$ cat src/rtl/con_rx_pkg.sv
package con_rx_pkg;
  // Buffer register bit positions
  localparam int ERR_BIT  = 15;
  localparam int OVR_BIT  = 14;
  localparam int FRM_BIT  = 13;
  localparam int BRK_BIT  = 10;
  // Status register bit positions
  localparam int DONE_BIT = 7;
  localparam int IE_BIT   = 6;

  typedef enum logic {
    ADDR_STAT = 1'b0,
    ADDR_BUF  = 1'b1
  } con_addr_e;
endpackage

$ cat src/rtl/con_rx_buf.sv
module con_rx_buf
  import con_rx_pkg::*;
#(
  parameter int REG_W  = 16,
  parameter int CHAR_W = 8
) (
  input  logic              clk,
  input  logic              rst,
  input  logic              rx_valid,
  input  logic              rx_break,
  input  logic [CHAR_W-1:0] rx_char,
  input  logic              seven_bit,
  input  logic              done_q,
  input  logic              buf_read,
  output logic [REG_W-1:0]  buf_q
);
  logic [CHAR_W-1:0] char_m;
  logic              overrun;
  logic [REG_W-1:0]  load_val;

  always_comb begin
    char_m = rx_char;
    if (seven_bit) char_m[CHAR_W-1] = 1'b0;
    // A read in the same cycle consumes the old character, so no overrun
    overrun = done_q & ~buf_read;
    load_val = '0;
    if (rx_break) begin
      load_val[ERR_BIT] = 1'b1;
      load_val[FRM_BIT] = 1'b1;
      load_val[BRK_BIT] = 1'b1;
    end else begin
      load_val[CHAR_W-1:0] = char_m;
    end
    if (overrun) begin
      load_val[ERR_BIT] = 1'b1;
      load_val[OVR_BIT] = 1'b1;
    end
  end

  always_ff @(posedge clk) begin
    if (rst) begin
      buf_q <= '0;
    end else if (rx_valid) begin
      buf_q <= load_val;
    end else if (buf_read) begin
      buf_q[REG_W-1:CHAR_W] <= '0;
    end
  end
endmodule

$ cat src/rtl/con_rx_ctl.sv
module con_rx_ctl (
  input  logic clk,
  input  logic rst,
  input  logic rx_valid,
  input  logic rx_break,
  input  logic halt_en,
  input  logic buf_read,
  input  logic stat_wr,
  input  logic wr_ie,
  output logic done_q,
  output logic ie_q,
  output logic irq,
  output logic halt_req
);
  logic done_n;
  logic ie_n;

  always_comb begin
    // A new arrival wins over a read-clear in the same cycle
    done_n = rx_valid | (done_q & ~buf_read);
    ie_n   = stat_wr ? wr_ie : ie_q;
  end

  always_ff @(posedge clk) begin
    if (rst) begin
      done_q   <= 1'b0;
      ie_q     <= 1'b0;
      irq      <= 1'b0;
      halt_req <= 1'b0;
    end else begin
      done_q   <= done_n;
      ie_q     <= ie_n;
      irq      <= done_n & ie_n;
      halt_req <= rx_valid & rx_break & halt_en;
    end
  end
endmodule

$ cat src/rtl/con_rx_regs.sv
module con_rx_regs
  import con_rx_pkg::*;
#(
  parameter int REG_W  = 16,
  parameter int CHAR_W = 8
) (
  input  logic              clk,
  input  logic              rst,
  input  logic              rx_valid,
  input  logic              rx_break,
  input  logic [CHAR_W-1:0] rx_char,
  input  logic              seven_bit,
  input  logic              halt_en,
  input  logic              reg_rd,
  input  logic              reg_wr,
  input  logic              reg_addr,
  input  logic [REG_W-1:0]  wdata,
  output logic [REG_W-1:0]  rdata,
  output logic              irq,
  output logic              halt_req
);
  logic             buf_read;
  logic             stat_wr;
  logic             done_q;
  logic             ie_q;
  logic [REG_W-1:0] buf_q;
  logic [REG_W-1:0] stat_val;
  logic             wdata_unused;

  assign buf_read     = reg_rd & (reg_addr == ADDR_BUF);
  assign stat_wr      = reg_wr & (reg_addr == ADDR_STAT);
  assign wdata_unused = ^{wdata[REG_W-1:IE_BIT+1], wdata[IE_BIT-1:0]};

  always_comb begin
    stat_val           = '0;
    stat_val[DONE_BIT] = done_q;
    stat_val[IE_BIT]   = ie_q;
  end

  con_rx_buf #(.REG_W(REG_W), .CHAR_W(CHAR_W)) u_buf (
    .clk       (clk),
    .rst       (rst),
    .rx_valid  (rx_valid),
    .rx_break  (rx_break),
    .rx_char   (rx_char),
    .seven_bit (seven_bit),
    .done_q    (done_q),
    .buf_read  (buf_read),
    .buf_q     (buf_q)
  );

  con_rx_ctl u_ctl (
    .clk      (clk),
    .rst      (rst),
    .rx_valid (rx_valid),
    .rx_break (rx_break),
    .halt_en  (halt_en),
    .buf_read (buf_read),
    .stat_wr  (stat_wr),
    .wr_ie    (wdata[IE_BIT]),
    .done_q   (done_q),
    .ie_q     (ie_q),
    .irq      (irq),
    .halt_req (halt_req)
  );

  always_ff @(posedge clk) begin
    if (rst) begin
      rdata <= '0;
    end else if (reg_rd) begin
      rdata <= (reg_addr == ADDR_BUF) ? buf_q : stat_val;
    end
  end
endmodule

$ cat config.mk
export PLATFORM = sky130hd
export DESIGN_NAME = con_rx_regs
export DESIGN_NICKNAME = d
export VERILOG_FILES = /design/src/rtl/con_rx_pkg.sv /design/src/rtl/con_rx_buf.sv /design/src/rtl/con_rx_ctl.sv /design/src/rtl/con_rx_regs.sv
export SDC_FILE = /design/constraint.sdc
export NUM_CORES = 1
export LEC_CHECK = 0
export BUFFER_PORTS_ARGS = -buffer_cell sky130_fd_sc_hd__buf_2
export CAP_MARGIN = 25
export CORE_UTILIZATION = 30
export DETAILED_ROUTE_END_ITERATION = 10
export GPL_TIMING_DRIVEN = 0
export SYNTH_ARGS = -nofsm -noshare
export SYNTH_HDL_FRONTEND = slang
export SYNTH_SLANG_ARGS = --single-unit
$ cat constraint.sdc
create_clock -name clk -period 1.6 [get_ports clk]
set_clock_uncertainty 0.1 [all_clocks]
set_input_delay 0.4 -clock clk [delete_from_list [all_inputs] [get_ports clk]]
set_output_delay 0.4 -clock clk [all_outputs]
set_load 0.005 [all_outputs]
==> impl_results.rst, run 1 <==
.. list-table::
   :header-rows: 1

   * - Metric
     - Value
   * - H-tree lvl count
     - 1
   * - CTS clock-pin slew for the worst setup and hold paths
     - about 0.14 ns
   * - Proportion of synthesized flip-flops having asynchronous set or reset
     - 0%
   * - Clock sinks
     - 26
   * - Type of the worst setup path
     - reg -> out
   * - Layout net count
     - ~190
   * - Pwr Total
     - between 1000 and 1500 uW
   * - Post-detailed-route via-to-cell ratio
     - 4.46
   * - Final wirelength
     - around 2300 um
   * - Number of flops mapped to enable cells by yosys
     - 0
   * - Launching element type of the critical path
     - register
   * - Antenna violations before repair
     - 0
   * - Int Pwr
     - about 880 uW
   * - Switching power total
     - around 270 uW
   * - Setup bufs post-CTS
     - 0
   * - Required time of the critical path
     - 1.10 ns
   * - Part of the cycle the worst path needs
     - between 80% and 90%
   * - Wire length of the first global-routing pass
     - between 4000 and 5000 um
   * - Sequential fraction of design power
     - 59.3%
   * - Clock period minus final worst setup slack
     - ~1.4 ns
   * - Wirelength per Cell
     - around 12 um
   * - Inserted Clock Buffers
     - 3
   * - CP endpoint kind
     - primary output
   * - Setup repair after global routing missed its margin
     - no
   * - Mean instance size in the synthesized netlist
     - roughly 9.5 um2
   * - Min-delay worst type
     - in -> reg
   * - Vias in the first global route
     - between 800 and 900
   * - Placeable Area
     - 0.00339 mm2
   * - Run status
     - complete, no violations
   * - Global placement routability congestion
     - roughly 0.7
   * - Ratio of total power to cell area
     - between 800 and 900 mW/mm2
   * - Clock tree from TritonCTS
     - built
   * - Aggregate global routing overflow
     - 0
   * - Switching power share of the total
     - a little under a quarter
   * - Die X
     - between 60 and 70 um
   * - Leakage power
     - between 0.0006 and 0.0007 uW
   * - Die height
     - approximately 62 um
   * - Buffer cell driving the clock tree root
     - sky130_fd_sc_hd__clkbuf_4
   * - I/O Buffers
     - 30
   * - Row cnt
     - 21
   * - Synth cell types
     - 22
   * - Top cell type's share of synthesized area
     - a little under half
   * - Clock Tree Buf Depth
     - 2
   * - Post-detailed-route DRC marker count
     - 0
   * - Met3 demand-to-capacity share in global routing
     - under 10%
   * - Number of iterations in the first detailed-routing pass
     - 3
   * - Antenna Nets Post-Route
     - 0
   * - Global routing met2 resource utilization
     - 21.6%
   * - Post-CTS Hold Buffers
     - 0
   * - Cell count after synthesis
     - roughly 110
   * - Setup violations, final
     - 0
   * - Warning count from the yosys run
     - 0
   * - Final cell utilization of the core
     - about two fifths
   * - Most used flip-flop cell after synthesis
     - sky130_fd_sc_hd__dfxtp_1
   * - Cell with the most instances after synthesis
     - sky130_fd_sc_hd__dfxtp_1
   * - Number of fill cells in the layout
     - roughly 370
   * - Fin Setup TNS
     - 0 ns
   * - Max-cap violation count
     - 0
   * - Most area-consuming cells after synthesis
     - sky130_fd_sc_hd__dfxtp_1 (48%), sky130_fd_sc_hd__a21oi_1 (8.8%), sky130_fd_sc_hd__nand2b_1 (6.3%)
   * - Number of failing hold endpoints at the final stage
     - 0
   * - Vias after detailed routing
     - roughly 880
   * - Layout Cell Area excl Fill
     - approximately 0.0013 mm2
   * - Leading area contributor after synthesis
     - sky130_fd_sc_hd__dfxtp_1
   * - Flop and latch count out of synthesis
     - 26
   * - Clock insertion delay at the later pin of the skew report
     - around 0.31 ns
   * - Ranking of synthesized cells by instance count
     - sky130_fd_sc_hd__dfxtp_1 (26), sky130_fd_sc_hd__a21oi_1 (19), sky130_fd_sc_hd__nand2b_1 (11), sky130_fd_sc_hd__nor2_1 (10), sky130_fd_sc_hd__nand3_1 (9)
   * - GRT Max-Usage Layer
     - met2
   * - Worst vdd rail ir drop
     - 0.000352 V
   * - Antenna Diode Count
     - 0
   * - Worst EP arrival
     - approximately 0.90 ns
   * - Synthesized cell area
     - around 0.0011 mm2
   * - Max-slew violation count
     - 0
   * - Maximum number of pins on one net before global-route repair
     - 15
   * - Fraction of final layout cells sized beyond drive strength 1
     - around 38%
   * - Placed standard-cell area
     - 0.00130 mm2
   * - Highest net fanout along the worst path
     - 3
   * - Post-DP HPWL
     - between 1500 and 2000 um
   * - Portion of the post-synthesis area used by sequential elements
     - between 40 and 50%
   * - Met1 demand-to-capacity share in global routing
     - between 10% and 20%
   * - All-Layer GR Usage
     - 13.0%
   * - Initial DRC Count
     - 10
   * - Area growth from synthesis to layout
     - 23.5%
   * - Clock share of power
     - 28.4%
   * - Part of the total power dissipated in combinational logic
     - between 10% and 20%
   * - Die area
     - roughly 0.0039 mm2
   * - Achievable frequency
     - between 700 and 800 MHz
   * - Gates resized, CTS repair
     - 0
   * - Effective utilization at floorplan
     - around 32%
   * - I/O pin cnt
     - approximately 50
sequential cells by signal (all words and copies together) (netlist names):
signal,flops
rdata,11
u_ctl.irq,1
u_ctl.ie_q,1
u_buf.buf_q,11
u_ctl.halt_req,1
u_ctl.done_q,1
layout by cell type, fill, tap and decap left out, types with 2 or more instances in the layout:
cell | Yosys | final
sky130_fd_sc_hd__a211oi_1 | 2 | 2
sky130_fd_sc_hd__a211oi_2 | 2 | 2
sky130_fd_sc_hd__a21oi_1 | 19 | 19
sky130_fd_sc_hd__and2b_2 | 4 | 4
sky130_fd_sc_hd__buf_2 | 5 | 35
sky130_fd_sc_hd__buf_4 | 5 | 5
sky130_fd_sc_hd__buf_6 | 3 | 3
sky130_fd_sc_hd__clkbuf_4 | 0 | 3
sky130_fd_sc_hd__conb_1 | 1 | 4
sky130_fd_sc_hd__dfxtp_1 | 26 | 26
sky130_fd_sc_hd__mux2i_1 | 4 | 4
sky130_fd_sc_hd__nand2_1 | 3 | 3
sky130_fd_sc_hd__nand2b_1 | 11 | 11
sky130_fd_sc_hd__nand3_1 | 9 | 9
sky130_fd_sc_hd__nand3b_1 | 2 | 2
sky130_fd_sc_hd__nor2_1 | 10 | 10
sky130_fd_sc_hd__nor2b_1 | 2 | 2
power by group through the flow:
stage	logic [uW]	clock network [uW]	registers, uW
after detailed placement	141	0	695
after global routing	156	374	684
final	140	326	681
after floorplan	88.6	0	694
after global placement	137	0	694
after CTS	142	337	681
metrics by stage:
stage	setup WS [ns]	hold WS, ns	cells
final	0.196	0.198	197
after global routing	0.133	0.177	197
after CTS	0.178	0.192	197
after detailed placement	0.330	0.358	193
after global placement	0.403	0.358	193
after floorplan	0.585	0.346	117
area by class of cell:
cell class | count | area [um2] | area share [%]
timing repair buffer | 30 | 150 | 11.2
sequential | 26 | 520 | 38.8
multi-input combinational | 78 | 479 | 35.8
tap | 46 | 57.6 | 4.30
clock buffer | 4 | 36.3 | 2.71
buffer | 13 | 96.3 | 7.19
worst max-delay path: stages (launching register included):
cell and delay, ns:
sky130_fd_sc_hd__dfxtp_1 0.35, sky130_fd_sc_hd__buf_4 0.12, sky130_fd_sc_hd__buf_2 0.11
final timing paths:
kind	startpoint	to	slack (ns)	cells past startpoint
worst max register to register	u_buf.buf_q[0]	u_buf.buf_q[0]	0.68	3
worst min-delay path	rx_char[6]	u_buf.buf_q[6]	0.20	3
worst max-delay path	rdata[13]	rdata[13]	0.20	2
worst min register to register	rdata[4]	rdata[4]	0.37	2
kinds of logic (layout without fill, tap and decap cells):
family / Yosys count / count (layout) / synth area share, %
other cells: 1 / 4 / 0.346
buf+inv: 13 / 47 / 8.88
compound gates: 24 / 24 / 13.3
simple gates: 46 / 46 / 25.8
mux: 4 / 4 / 3.69
flops: 26 / 26 / 48.0
routing by layer:
metal | wire length (um) | up-vias
met2 | 1090 | 25
met5 | 0 | -
li1 | - | 447
met1 | 1080 | 403
met3 | 74 | 4
met4 | 34 | 0
Note: power is estimated with default switching activity, not from simulation.
==> inputs of run 2 (changes only) <==
Clock period 1.6 ns to 1.4 ns, I/O delays scaled along.
==> impl_results.rst, run 2 (synthesis results as in run 1) <==
.. list-table::
   :header-rows: 1

   * - Metric
     - Value
   * - Post-detailed-route via-to-cell ratio
     - 4.47 (was 4.46)
   * - Antenna violations before repair
     - 0 (unchanged)
   * - Die height
     - 62.1 um (unchanged)
   * - Clock Tree Buf Depth
     - 2 (unchanged)
   * - Most common cell after layout, fill and taps aside
     - sky130_fd_sc_hd__buf_2 (unchanged)
   * - Initial DRC Count
     - 10 (unchanged)
   * - Placeable Area
     - 0.00339 mm2 (unchanged)
   * - Final wirelength
     - 2290 um (was 2280 um)
   * - Clock sinks
     - 26 (unchanged)
   * - Min-delay worst type
     - in -> reg (unchanged)
   * - Setup violations, final
     - 0 (unchanged)
   * - Fin Setup TNS
     - 0 ns (unchanged)
   * - CTS clock-pin slew for the worst setup and hold paths
     - 0.14 ns (about the same)
   * - Number of fill cells in the layout
     - 367 (was 366)
   * - Highest net fanout along the worst path
     - 3 (unchanged)
   * - Post-detailed-route DRC marker count
     - 0 (unchanged)
   * - Vias after detailed routing
     - 880 (was 879)
   * - Inserted Clock Buffers
     - 3 (unchanged)
   * - Layout net count
     - 185 (unchanged)
   * - Commonest cells after routing, fill and taps aside
     - sky130_fd_sc_hd__buf_2 (34), sky130_fd_sc_hd__dfxtp_1 (25), sky130_fd_sc_hd__a21oi_1 (19), sky130_fd_sc_hd__nand2b_1 (11), sky130_fd_sc_hd__nor2_1 (10) (was sky130_fd_sc_hd__buf_2 (35), sky130_fd_sc_hd__dfxtp_1 (26), sky130_fd_sc_hd__a21oi_1 (19), sky130_fd_sc_hd__nand2b_1 (11), sky130_fd_sc_hd__nor2_1 (10))
   * - Post-CTS Hold Buffers
     - 0 (unchanged)
   * - Wire length of the first global-routing pass
     - 4000 um (unchanged)
   * - Fraction of final layout cells sized beyond drive strength 1
     - 38.4% (was 37.7%)
   * - Setup repair after global routing missed its margin
     - no (unchanged)
   * - H-tree lvl count
     - 1 (unchanged)
   * - Clock insertion delay at the later pin of the skew report
     - 0.31 ns (about the same)
   * - Die area
     - 0.00386 mm2 (unchanged)
   * - Run status
     - complete, no violations (unchanged)
   * - Largest registers
     - rdata: 11 flops, u_buf.buf_q: 11 flops (unchanged)
   * - Effective utilization at floorplan
     - 32.0% (unchanged)
   * - Wirelength per Cell
     - 11.6 um (about the same)
   * - Max-slew violation count
     - 0 (unchanged)
   * - Area growth from synthesis to layout
     - 24.2% (was 23.5%)
   * - Antenna Diode Count
     - 0 (unchanged)
   * - Worst EP arrival
     - 0.90 ns (about the same)
   * - Maximum number of pins on one net before global-route repair
     - 15 (unchanged)
   * - Ratio of total power to cell area
     - 974 mW/mm2 (was 856 mW/mm2)
   * - Achievable frequency
     - around 740 MHz
   * - Die X
     - 62.1 um (unchanged)
   * - I/O pin cnt
     - 51 (unchanged)
   * - Type of the worst setup path
     - reg -> out (unchanged)
   * - Post-DP HPWL
     - 1740 um (unchanged)
   * - Launching element type of the critical path
     - register (unchanged)
   * - Worst vdd rail ir drop
     - 0.000403 V (was 0.000352 V)
   * - Global placement routability congestion
     - 0.703 (unchanged)
   * - Number of iterations in the first detailed-routing pass
     - 3 (unchanged)
   * - Max-cap violation count
     - 0 (unchanged)
   * - Leakage power
     - 0.000603 uW (was 0.000601 uW)
   * - Minimum hold slack
     - 0.148 ns (was 0.198 ns)
   * - Clock tree from TritonCTS
     - built (unchanged)
   * - Aggregate global routing overflow
     - 0 (unchanged)
   * - I/O Buffers
     - 30 (unchanged)
   * - All-Layer GR Usage
     - 13.0% (unchanged)
   * - CP endpoint kind
     - primary output (unchanged)
   * - Clock period minus final worst setup slack
     - 1.35 ns
   * - Vias in the first global route
     - 840 (unchanged)
   * - Buffer cell driving the clock tree root
     - sky130_fd_sc_hd__clkbuf_4 (unchanged)
   * - Number of failing hold endpoints at the final stage
     - 0 (unchanged)
   * - Required time of the critical path
     - 0.95 ns (was 1.10 ns)
   * - Layout Cell Area excl Fill
     - 0.00135 mm2 (was 0.00134 mm2)
   * - Row cnt
     - 21 (unchanged)
   * - Part of the cycle the worst path needs
     - 96.4%
   * - Antenna Nets Post-Route
     - 0 (unchanged)
   * - Placed standard-cell area
     - 0.00130 mm2 (unchanged)
-- run 2: cell counts in the layout (fill, tap and decap cells not counted) --
No cell type changed its count.
-- run 2: power breakdown --
part           switching, uW  internal [uW]
Combinational           80.8           80.0
Clock                    214            159
Sequential              12.9            765
Total                    308           1000
-- run 2: through the flow --
stage / power, uW / instances / setup slack, ns / utilization (%)
after detailed placement: 956 / 193 / 0.180 / 38.5
after global placement: 950 / 193 / 0.253 / 38.5
after floorplan: 894 / 117 / 0.435 / -
after CTS: 1330 / 197 / 0.0281 / 39.5
after global routing: 1390 / 197 / 0.00486 / 39.8
final: 1310 / 197 / 0.0498 / 39.8
-- run 2: cell type report --
class,instances,area (um2),area share [%]
clock buffers,4,36.3,2.69
flip-flops and latches,26,522,38.7
plain buffers,13,96.3,7.15
well taps,46,57.6,4.27
repair buffers,30,156,11.6
multi-input cells,78,479,35.6
-- run 2: worst max-delay path: stages, from the launching register on --
cell                      delay (ns)
sky130_fd_sc_hd__dfxtp_2        0.35
sky130_fd_sc_hd__buf_4          0.13
sky130_fd_sc_hd__buf_6          0.10
-- run 2: worst paths after layout --
check                       from             end  slack (ns)  cells past startpoint
hold reg to reg         rdata[4]        rdata[4]        0.37                      2
hold / removal        rx_char[6]  u_buf.buf_q[6]        0.15                      3
setup / recovery       rdata[13]       rdata[13]        0.05                      2
setup reg to reg  u_buf.buf_q[0]  u_buf.buf_q[0]        0.48                      3
-- run 2: timing repair --
item                       in CTS  in global routing
resized for setup               0                  2
setup buffers                   0                  0
setup endpoints to repair       0                  1
hold endpoints to repair        0                  0
-- run 2: per-layer routing --
layer  up-vias  wire (um)  global-route usage, %
met5         -          0                      0
met4         0         34                   5.23
met3         4         76                   2.57
met2        25       1100                   21.6
met1       404       1080                   16.5
li1        447          -                      -
